<file path="src/rtl/cb_unit.sv">
module cb_unit #(
  parameter int W = 8
) (
  input  logic         clk,
  input  logic         rst_n,
  input  logic         op_valid,
  input  logic [1:0]   group,
  input  logic [2:0]   sel,
  input  logic [W-1:0] operand,
  input  logic         carry_in,
  input  logic         mem_operand,
  input  logic [W-1:0] addr_hi,
  output logic [W-1:0] result,
  output logic [W-1:0] flags,
  output logic         flag_we
);
  localparam logic [1:0] G_SHIFT = 2'd0;
  localparam logic [1:0] G_TEST  = 2'd1;
  localparam logic [1:0] G_CLR   = 2'd2;
  localparam logic [1:0] G_SET   = 2'd3;

  logic [W-1:0] sh_res, mask, xy_src, flags_next;
  logic         sh_cy, tbit;

  always_comb begin
    case (sel)
      3'd0: {sh_cy, sh_res} = {operand[7], operand[6:0], operand[7]};
      3'd1: {sh_cy, sh_res} = {operand[0], operand[0], operand[7:1]};
      3'd2: {sh_cy, sh_res} = {operand[7], operand[6:0], carry_in};
      3'd3: {sh_cy, sh_res} = {operand[0], carry_in, operand[7:1]};
      3'd4: {sh_cy, sh_res} = {operand[7], operand[6:0], 1'b0};
      3'd5: {sh_cy, sh_res} = {operand[0], operand[7], operand[7:1]};
      3'd6: {sh_cy, sh_res} = {operand[7], operand[6:0], 1'b1};
      default: {sh_cy, sh_res} = {operand[0], 1'b0, operand[7:1]};
    endcase
  end

  assign mask   = W'(1) << sel;
  assign tbit   = operand[sel];
  assign xy_src = mem_operand ? addr_hi : operand;

  always_comb begin
    case (group)
      G_SHIFT: result = sh_res;
      G_TEST:  result = operand;
      G_CLR:   result = operand & ~mask;
      default: result = operand | mask;
    endcase
  end

  always_comb begin
    if (group == G_SHIFT)
      flags_next = {sh_res[7], sh_res == '0, sh_res[5], 1'b0,
                    sh_res[3], ~^sh_res, 1'b0, sh_cy};
    else
      flags_next = {(sel == 3'd7) & tbit, ~tbit, xy_src[5], 1'b1,
                    xy_src[3], ~tbit, 1'b0, carry_in};
  end

  assign flag_we = op_valid & ~group[1];

  always_ff @(posedge clk or negedge rst_n) begin
    if (!rst_n)       flags <= '0;
    else if (flag_we) flags <= flags_next;
  end

  AST_CLRSET_HOLDS: assert property (@(posedge clk) disable iff (!rst_n)
    (op_valid && (group == G_CLR || group == G_SET)) |=> $stable(flags));
  AST_IDLE_HOLDS: assert property (@(posedge clk) disable iff (!rst_n)
    !op_valid |=> $stable(flags));
  AST_SHIFT_HN_ZERO: assert property (@(posedge clk) disable iff (!rst_n)
    (op_valid && group == G_SHIFT) |=> (flags[4] == 1'b0 && flags[1] == 1'b0));
  AST_TEST_ZPV: assert property (@(posedge clk) disable iff (!rst_n)
    (op_valid && group == G_TEST) |=> (flags[6] == flags[2] && flags[4]));
  AST_TEST_PASS: assert property (@(posedge clk) disable iff (!rst_n)
    (group == G_TEST) |-> result == operand);
  AST_CLR_BIT: assert property (@(posedge clk) disable iff (!rst_n)
    (group == G_CLR) |-> result[sel] == 1'b0);
  AST_SET_BIT: assert property (@(posedge clk) disable iff (!rst_n)
    (group == G_SET) |-> result[sel] == 1'b1);
  AST_TEST_SIGN: assert property (@(posedge clk) disable iff (!rst_n)
    (op_valid && group == G_TEST && sel != 3'd7) |=> !flags[7]);
endmodule

</file>
<file path="config.mk">
export PLATFORM = sky130hd
export DESIGN_NAME = cb_unit
export DESIGN_NICKNAME = d
export VERILOG_FILES = /design/src/rtl/cb_unit.sv
export SDC_FILE = /design/constraint.sdc
export NUM_CORES = 1
export LEC_CHECK = 0
export ABC_CLOCK_PERIOD_IN_PS = 1400
export BUFFER_PORTS_ARGS = -buffer_cell sky130_fd_sc_hd__buf_2
export CAP_MARGIN = 20
export CELL_PAD_IN_SITES_DETAIL_PLACEMENT = 1
export CELL_PAD_IN_SITES_GLOBAL_PLACEMENT = 2
export CORE_UTILIZATION = 25
export CTS_CLUSTER_DIAMETER = 150
export DETAILED_ROUTE_END_ITERATION = 7
export PLACE_DENSITY = 0.86
export REMOVE_ABC_BUFFERS = 1
export SLEW_MARGIN = 30
export SYNTH_ARGS = -nofsm -noshare
export SYNTH_HDL_FRONTEND = slang
export SYNTH_SLANG_ARGS = --single-unit
</file>
<file path="constraint.sdc">
create_clock -name clk -period 1.4 [get_ports clk]
set_input_delay 0.07 -clock clk [delete_from_list [all_inputs] [get_ports clk]]
set_output_delay 0.07 -clock clk [all_outputs]
set_load 0.01 [all_outputs]
</file>
# After elaboration in Yosys (flattened, before gate mapping)
# Cells that the tools add are included.
dict set report totals {
  regBits 8
  inputBits 26
  output_inout_bits 17
}
dict set report op_classes {
  order_cmp 1
  n_eq_ne 9
  n_shift 1
  mux 7
  n_bitwise 7
  reduce_logical 5
}
# operator n
set op_table {}
lappend op_table {{8-bit case mux with 7 select lines} 1}
lappend op_table {{8-bit case mux with 3 select lines} 1}
lappend op_table {{3-bit == test, second input constant} 4}
lappend op_table {{8-bit bitwise AND} 1}
lappend op_table {{8-bit zero test} 1}
lappend op_table {{8-bit 2-to-1 mux} 1}
lappend op_table {{8-bit inverter} 1}
lappend op_table {{8-bit OR} 1}
lappend op_table {{8-bit XNOR reduction} 1}
lappend op_table {{1-bit by 3-bit left shift with 8-bit output, first input constant} 1}
lappend op_table {{3-bit by 2-bit == test with 1-bit output, second input constant} 2}
lappend op_table {{6-bit 2-to-1 mux} 1}
lappend op_table {{3-bit by 4-bit < comparator with 1-bit output, second input constant} 1}
lappend op_table {{4-bit OR reduction} 1}
lappend op_table {{1-bit binary-select mux with 3-bit select} 1}
lappend op_table {{3-bit by 1-bit == test with 1-bit output, second input constant} 1}
lappend op_table {{3-bit zero test} 1}
lappend op_table {{1-bit bitwise AND} 2}
lappend op_table {{2-bit by 1-bit == test with 1-bit output, second input constant} 1}
lappend op_table {{2-bit == test, second input constant} 1}
lappend op_table {{2-bit zero test} 1}
lappend op_table {{1-bit 2-to-1 mux} 2}
lappend op_table {{1-bit inverter} 2}

# Longest topological paths before layout
# Gate-level depths: netlist (run 1).
dict set report depth {
  depth_word 4
  depth_mapped 9
  depth_no_buf 7
}

# Worst setup path after synthesis (run 1)
# OpenSTA, ideal clock, no wires.
dict set report synth_path {
  kind {input-to-reg}
  start {in sel[2]}
  end {reg flags[2]}
  setup_time_ns 0.104
  t_arrival_ns 1.521
  t_required_ns 1.296
  setup_slack_ns -0.225
  path_stages 8
  n_path_buf 1
  path_cell_list {buf_2 -> or3b_1 -> a21oi_1 -> a21oi_1 -> ha_1 -> xor2_1 -> xnor2_1 -> o311ai_1}
}
dict set report synth_via {
  elab_chain_len 4
  elab_cells_between_ends 13
}
# element line
set synth_rtl {}
lappend synth_rtl {{from (decl)} 8} ;# input logic [2:0] sel,
lappend synth_rtl {{3-bit == test, or another cell as far along} 26} ;# case (sel)
lappend synth_rtl {{8-bit case mux with 7 select lines / 1-bit 2-to-1 mux (equally long branches)} {26, 39}}
lappend synth_rtl {{8-bit XNOR reduction / 1-bit inverter (equally long branches)} {54, 57}}
lappend synth_rtl {{8-bit 2-to-1 mux (*)} 52} ;# if (group == G_SHIFT)
lappend synth_rtl {{to (signal assigned)} 64} ;# else if (flag_we) flags <= flags_next;
lappend synth_rtl {{to (decl)} 14} ;# output logic [W-1:0] flags,
# Every way passes the cells marked *; elsewhere a longest branch is shown, timed or not. The select of a mux whose other input is x is not followed.
# A chain may end at the register's enable or synchronous reset.

# Worst setup path in the final report (run 1)
# Ends and elaborated chain as after synthesis.

==> flow_summary.toml, run 1 <==
[outcome]
outcome = "finished with violations"
violations = "setup timing"

[power]
p_sw_frac = 0.344
p_int_mw = 0.677
power.leakage_nw = 0.693
vdd_drop_max_uv = 258
seq_power_share = 0.243
combPwrFrac = 0.480
power.density_nw_per_um2 = 723
power_switching_mw = 0.355
p_clk_frac = 0.277

[placed_design]
port_buffers = 35
dpl_cell_area_um2 = 1240
post-place-cells = 204
hpwl_um = 2420
place_ws_ns = -0.308
gp_congestion = 0.779

[routing]
ant_nets = 0
firstDrtPassIters = 4
drt-initial-drc-count = 60
drc_errors = 0
wl_um = 3410
wl_per_cell_um = 16.1
num_vias = 1100
viasPerCell = 5.19

[final_layout]
largest_reg_flops = 7
drive_gt1_frac = 0.488
final_area_um2 = 1430
area_growth_syn_to_layout_pct = 54.9
regArea_um2 = 175
multi_input_area_um2 = 741
largest_register = "flags"
final-instance-count-excl-fill = 212
fillers = 431
reg_top3 = "flags (7)"
fin_nets = 197
n_antenna_cell = 0

[cts]
cts_buffers = 3
root_buffer = "clkbuf_8"
cts_tree = "built"
htreeDepth = 1
cts_buffer_depth = 2
path_clk_slew_ns = 0.04
numClockSinks = 7
clock_latency_ns = 0.23

[synth]
syn_inst = 114
synth_most_common_cell = "nor2_1"
synthDistinctLibCells = 31
synth_area_leaders = "dfrtp_1, mux2i_1, mux2_2, a221o_1, nor2_1"
synth-seq-cells = 7
yosys_warnings = 0
async_reset_ff_frac = 1.00
synth_largest_area_cell = "dfrtp_1"
synth_top_area_share = 0.190
ys_top_cells_by_count = "nor2_1, mux2i_1, nand2_1, mux2_2, dfrtp_1"
synth-edff-count = 0
syn_area_um2 = 921
yosysSeqAreaShare = 0.190
syn_area_per_cell_um2 = 8.08
synthFlopType = "dfrtp_1"

[timing]
drv_slew = 0
layout_setup_ws_ns = -0.0942
post-route-period-util = 1.07
hold_viol_final = 0
fin_skew_ns = 0
period_minus_slack_ns = 1.49
rsz0062_at_grt = "yes"
setup_viol = 1
fmax_mhz = 669

[global_routing]
gr-total-overflow = 0
grt_pass1_wl_um = 5620
antenna_found_initial = 0
grt_usage = 0.181
grt_pass1_vias = 1121
grt_max_degree = 22

[critical_path]
path_cells = "buf_6 > or3b_1 > a21oi_2 > a21oi_2 > ha_1 > xor2_1 > xnor2_1 > o311ai_1"
cpPeakStageDelay_ns = 0.38
critPathBufInv = 1
cp_slowest_cell = "or3b_1"
path_class = "in -> reg"
worstPathArrival_ns = 1.62
cp-end-kind = "flop"
required_ns = 1.53
worst_path_most_repeated_cell = "a21oi_2"
start_kind = "primary input"
crit_family = "compound AO/OA/AOI/OAI gates"
path_max_fanout = 2

[floorplanning]
die_w_um = 62.7
io_pins = 43
dieArea_um2 = 3930
fp-row-count = 21
core_area_um2 = 3440
die_h_um = 62.7
start_util = 0.268

[run]
maxCapViolCount = 0

[worst_hold_path]
hp-class = "in -> async"
## placed cells by master (no fill, tap or decap), types with 2 or more instances in the layout
master    Yosys  final
nor2_1       15     12
buf_4         2     20
buf_2         5     32
a221o_1       6      6
nand3_1       2      2
o21ai_1       0      2
a21oi_2       0      2
a22oi_1       2      2
o211ai_1      2      2
nor2_4        0      3
ha_1          4      4
mux2_4        0      3
nand3b_1      3      3
mux2_2        9      7
nand2_1      11     11
mux2i_1      12     12
buf_8         0      2
dfrtp_1       7      7
a21oi_1       5      3
o21ai_0       6      4
nand2b_4      0      2
clkbuf_8      0      3
xnor2_1       2      2
o311ai_1      2      2
buf_6         1      3
## layout make-up
type	instances	area share
multi-input cells	95	0.519
repair buffers	59	0.283
flip-flops and latches	7	0.123
well taps	46	0.0404
clock buffers	4	0.0316
inverters	1	0.00263
## power by group through the flow
stage | logic [mW] | registers, mW | clock network, mW
2_1_floorplan | 0.201 | 0.268 | 0
6_report | 0.496 | 0.251 | 0.286
3_5_place_dp | 0.443 | 0.253 | 0
5_1_grt | 0.540 | 0.253 | 0.309
3_3_place_gp | 0.428 | 0.251 | 0
4_1_cts | 0.473 | 0.251 | 0.291
## worst reg2reg max path, delay by kind of cell (launching register included)
family           cells  cell delay, ns
flip-flops           1            0.37
AND/OR/NAND/NOR      1            0.10
AO/OA/AOI/OAI        1            0.05
## what timing repair did
action,in CTS,in global routing
hold buffers,1,0
endpoints found under the hold margin,7,0
cloned,0,0
buffers inserted,0,3
pin swaps,3,5
gates resized for setup,18,9
endpoints found under the setup margin,8,7
## cells by family (layout without fill, tap and decap cells)
| logic type | Yosys count | in the layout | synth area share |
|---|---|---|---|
| flops | 7 | 7 | 0.190 |
| other cells | 1 | 1 | 0.00407 |
| xor+xnor | 3 | 3 | 0.0285 |
| mux | 22 | 22 | 0.253 |
| fa+ha+maj | 4 | 4 | 0.0543 |
| compound gates | 25 | 25 | 0.190 |
| simple gates | 40 | 40 | 0.208 |
| buf+inv | 12 | 64 | 0.0720 |
## worst paths after layout
kind	cells past startpoint	slack (ns)	start	to
worst min-delay path	2	0.24	rst_n	flags[0]
worst max-delay path	8	-0.09	sel[2]	flags[2]
worst max register to register	2	0.74	flags[7]	flags[7]
max in group asynchronous	2	1.00	rst_n	flags[3]
min in group clk	4	0.24	op_valid	flags[7]
worst min register to register	2	0.48	flags[4]	flags[4]
## layer usage
metal / GRT usage / up-vias / wire length, um / share of wire
li1: - / 521 / - / -
met1: 0.226 / 541 / 1540 / 0.45
met4: 0.0552 / 0 / 46 / 0.013
met5: 0 / - / 0 / 0
met2: 0.319 / 32 / 1720 / 0.51
met3: 0.0255 / 6 / 98 / 0.029
## through the flow
stage | TNS, ns | utilization | hold WS, ns | power [mW]
floorplan | -0.0679 | - | -0.226 | 0.469
global placement | -0.780 | 0.361 | -0.0929 | 0.680
detailed placement | -0.974 | 0.361 | -0.0837 | 0.696
CTS | -0.0641 | 0.397 | 0.215 | 1.02
global route | -0.253 | 0.414 | 0.269 | 1.10
finish | -0.0942 | 0.414 | 0.239 | 1.03
No activity file was read; power rests on OpenSTA's default activity.
==> run 2, diff against run 1 <==
--- a/config.mk
+++ b/config.mk
@@ -8,8 +8,9 @@
 export ABC_CLOCK_PERIOD_IN_PS = 1400
 export BUFFER_PORTS_ARGS = -buffer_cell sky130_fd_sc_hd__buf_2
 export CAP_MARGIN = 20
-export CELL_PAD_IN_SITES_DETAIL_PLACEMENT = 1
+export CELL_PAD_IN_SITES_DETAIL_PLACEMENT = 2
 export CELL_PAD_IN_SITES_GLOBAL_PLACEMENT = 2
+export CORE_MARGIN = 3
 export CORE_UTILIZATION = 25
 export CTS_CLUSTER_DIAMETER = 150
 export DETAILED_ROUTE_END_ITERATION = 7
==> run 2 against run 1 <==
  * The run still ends with setup timing left
  * Sequential share of layout area shrank 0.096 points
  * Setup slack lost 0.037 ns
  * Register-to-register slack lost 0.09 ns
  * Clock-buffer cell count is the same
  * Die area grew 13%
  * Sequential cell count is the same
  * Sequential power grew 2%
  * Clock skew is the same
  * Design area grew 0.79%
  * Final cell count shrank 0.47%
  * Critical path type unchanged
  * Non-clock buffer count shrank 1
  * Critical path depth is the same
  * Largest cell class unchanged
==> flow_summary.toml, run 2 (synthesis results as in run 1) <==
[outcome]
outcome = "finished with violations"
violations = "setup timing"

[power]
vdd_drop_max_uv = 277
power.leakage_nw = 0.693
power.density_nw_per_um2 = 749
finalPower_mw = 1.08

[critical_path]
r2r_start = "flags[2]"
cp_slowest_cell = "ha_1"
path_class = "in -> reg"
ff2ff_setup_slack_ns = 0.65
path_max_fanout = 12
worstPathArrival_ns = 1.65
cp-end-kind = "flop"
start_kind = "primary input"
cpPeakStageDelay_ns = 0.35
path_cells = "buf_6 > buf_4 > o211ai_1 > o21ai_0 > ha_1 > xor2_2 > xnor2_1 > o311ai_2"
required_ns = 1.52
reg2reg_depth = 2
r2r_end = "flags[2]"

[timing]
fmax_mhz = 653
layout_setup_ws_ns = -0.132
hold_viol_final = 0
drv_slew = 0
fin_skew_ns = 0
period_minus_slack_ns = 1.53
post-route-period-util = 1.09
setup_viol = 5
rsz0062_at_grt = "yes"

[placed_design]
port_buffers = 35
gp_congestion = 0.778
place_ws_ns = -0.315
hpwl_um = 2730

[floorplanning]
die_h_um = 66.7
io_pins = 43
fp-row-count = 21
core_area_um2 = 3440
start_util = 0.268
dieArea_um2 = 4450
die_w_um = 66.7

[global_routing]
grt_usage = 0.194
grt_pass1_wl_um = 6530
grt_pass1_vias = 1257
gr-total-overflow = 0
antenna_found_initial = 0
grt_max_degree = 22

[cts]
path_clk_slew_ns = 0.05
cts_buffers = 3
clock_latency_ns = 0.23
numClockSinks = 7
cts_tree = "built"
root_buffer = "clkbuf_8"
htreeDepth = 1
cts_buffer_depth = 2

[final_layout]
drive_gt1_frac = 0.491
layout_commonest_cell = "buf_2"
area_growth_syn_to_layout_pct = 56.1
fillers = 402
largest_register = "flags"
final_cell_mix = "buf_2, buf_4, nor2_1, mux2i_1, nand2_1"
n_antenna_cell = 0
reg_top3 = "flags (7)"
largest_reg_flops = 7
fin_nets = 196

[worst_hold_path]
hp-class = "in -> async"

[routing]
firstDrtPassIters = 4
drc_errors = 0
wl_um = 4100
drt-initial-drc-count = 29
num_vias = 1099
ant_nets = 0
viasPerCell = 5.21
wl_per_cell_um = 19.4

[run]
maxCapViolCount = 0
## run 2: cell count changes in the layout (fill, tap and decap cells not counted), sizes merged
cell | before | now
buf | 58 | 55
bufbuf | 0 | 1
clkbuf | 4 | 5
## run 2: where the power goes
group / total (mW) / leakage (nW) / internal, mW / switching (mW)
combinational: 0.520 / 0.583 / 0.255 / 0.265
clock: 0.301 / 0.0228 / 0.198 / 0.103
sequential: 0.255 / 0.0872 / 0.234 / 0.0206
total: 1.08 / 0.693 / 0.688 / 0.389
## run 2: area by class of cell
type                       count  area [um2]  share of cell area
multi-input combinational     95         743               0.517
timing repair buffer          58         413               0.287
inverter                       1        3.75             0.00261
sequential                     7         175               0.122
clock buffer                   4        45.0              0.0313
tap                           46        57.6              0.0400
## run 2: through the flow
step                setup TNS (ns)  cell area, um2  instances  utilization  hold WS, ns
finish                      -0.309            1440        211        0.418        0.212
global route                -0.709            1440        211        0.418        0.219
CTS                         -0.245            1400        211        0.406        0.212
detailed placement           -1.12            1230        203        0.358      -0.0844
global placement            -0.825            1230        203        0.358      -0.0923
floorplan                  -0.0679             858        103            -       -0.226
## run 2: critical path: cells and delay by family
| family | cells | cell delay, ns |
|---|---|---|
| adders and majority gates | 1 | 0.35 |
| buffers and inverters | 2 | 0.27 |
| AOI/OAI and AO/OA | 3 | 0.63 |
| xor gates and xnor gates | 2 | 0.32 |
## run 2: routing by layer
layer,routed length [um],track usage,up-vias,part of all wire
li1,-,-,517,-
met1,1760,0.229,553,0.43
met2,2220,0.370,29,0.54
met3,115,0.0354,0,0.028
met4,0,0.0203,0,0
met5,0,0,-,0
## run 2: what timing repair did
action,in CTS,in global routing
hold endpoints to repair,7,0
setup buffers,2,0
pin swaps,2,3
setup endpoints to repair,9,9
hold buffers,1,0
gates cloned,1,0
resized for setup,16,10
## run 2: worst max-delay path by stage
| stage | slack (ns) | end | start |
|---|---|---|---|
| after global placement | -0.28 | flags[2] | sel[2] |
| after global routing | -0.22 | flags[2] | sel[2] |
| after CTS | -0.11 | flags[2] | sel[2] |
| after floorplan | -0.07 | flags[2] | sel[2] |
| final | -0.13 | flags[2] | sel[2] |
| after detailed placement | -0.31 | flags[2] | sel[2] |
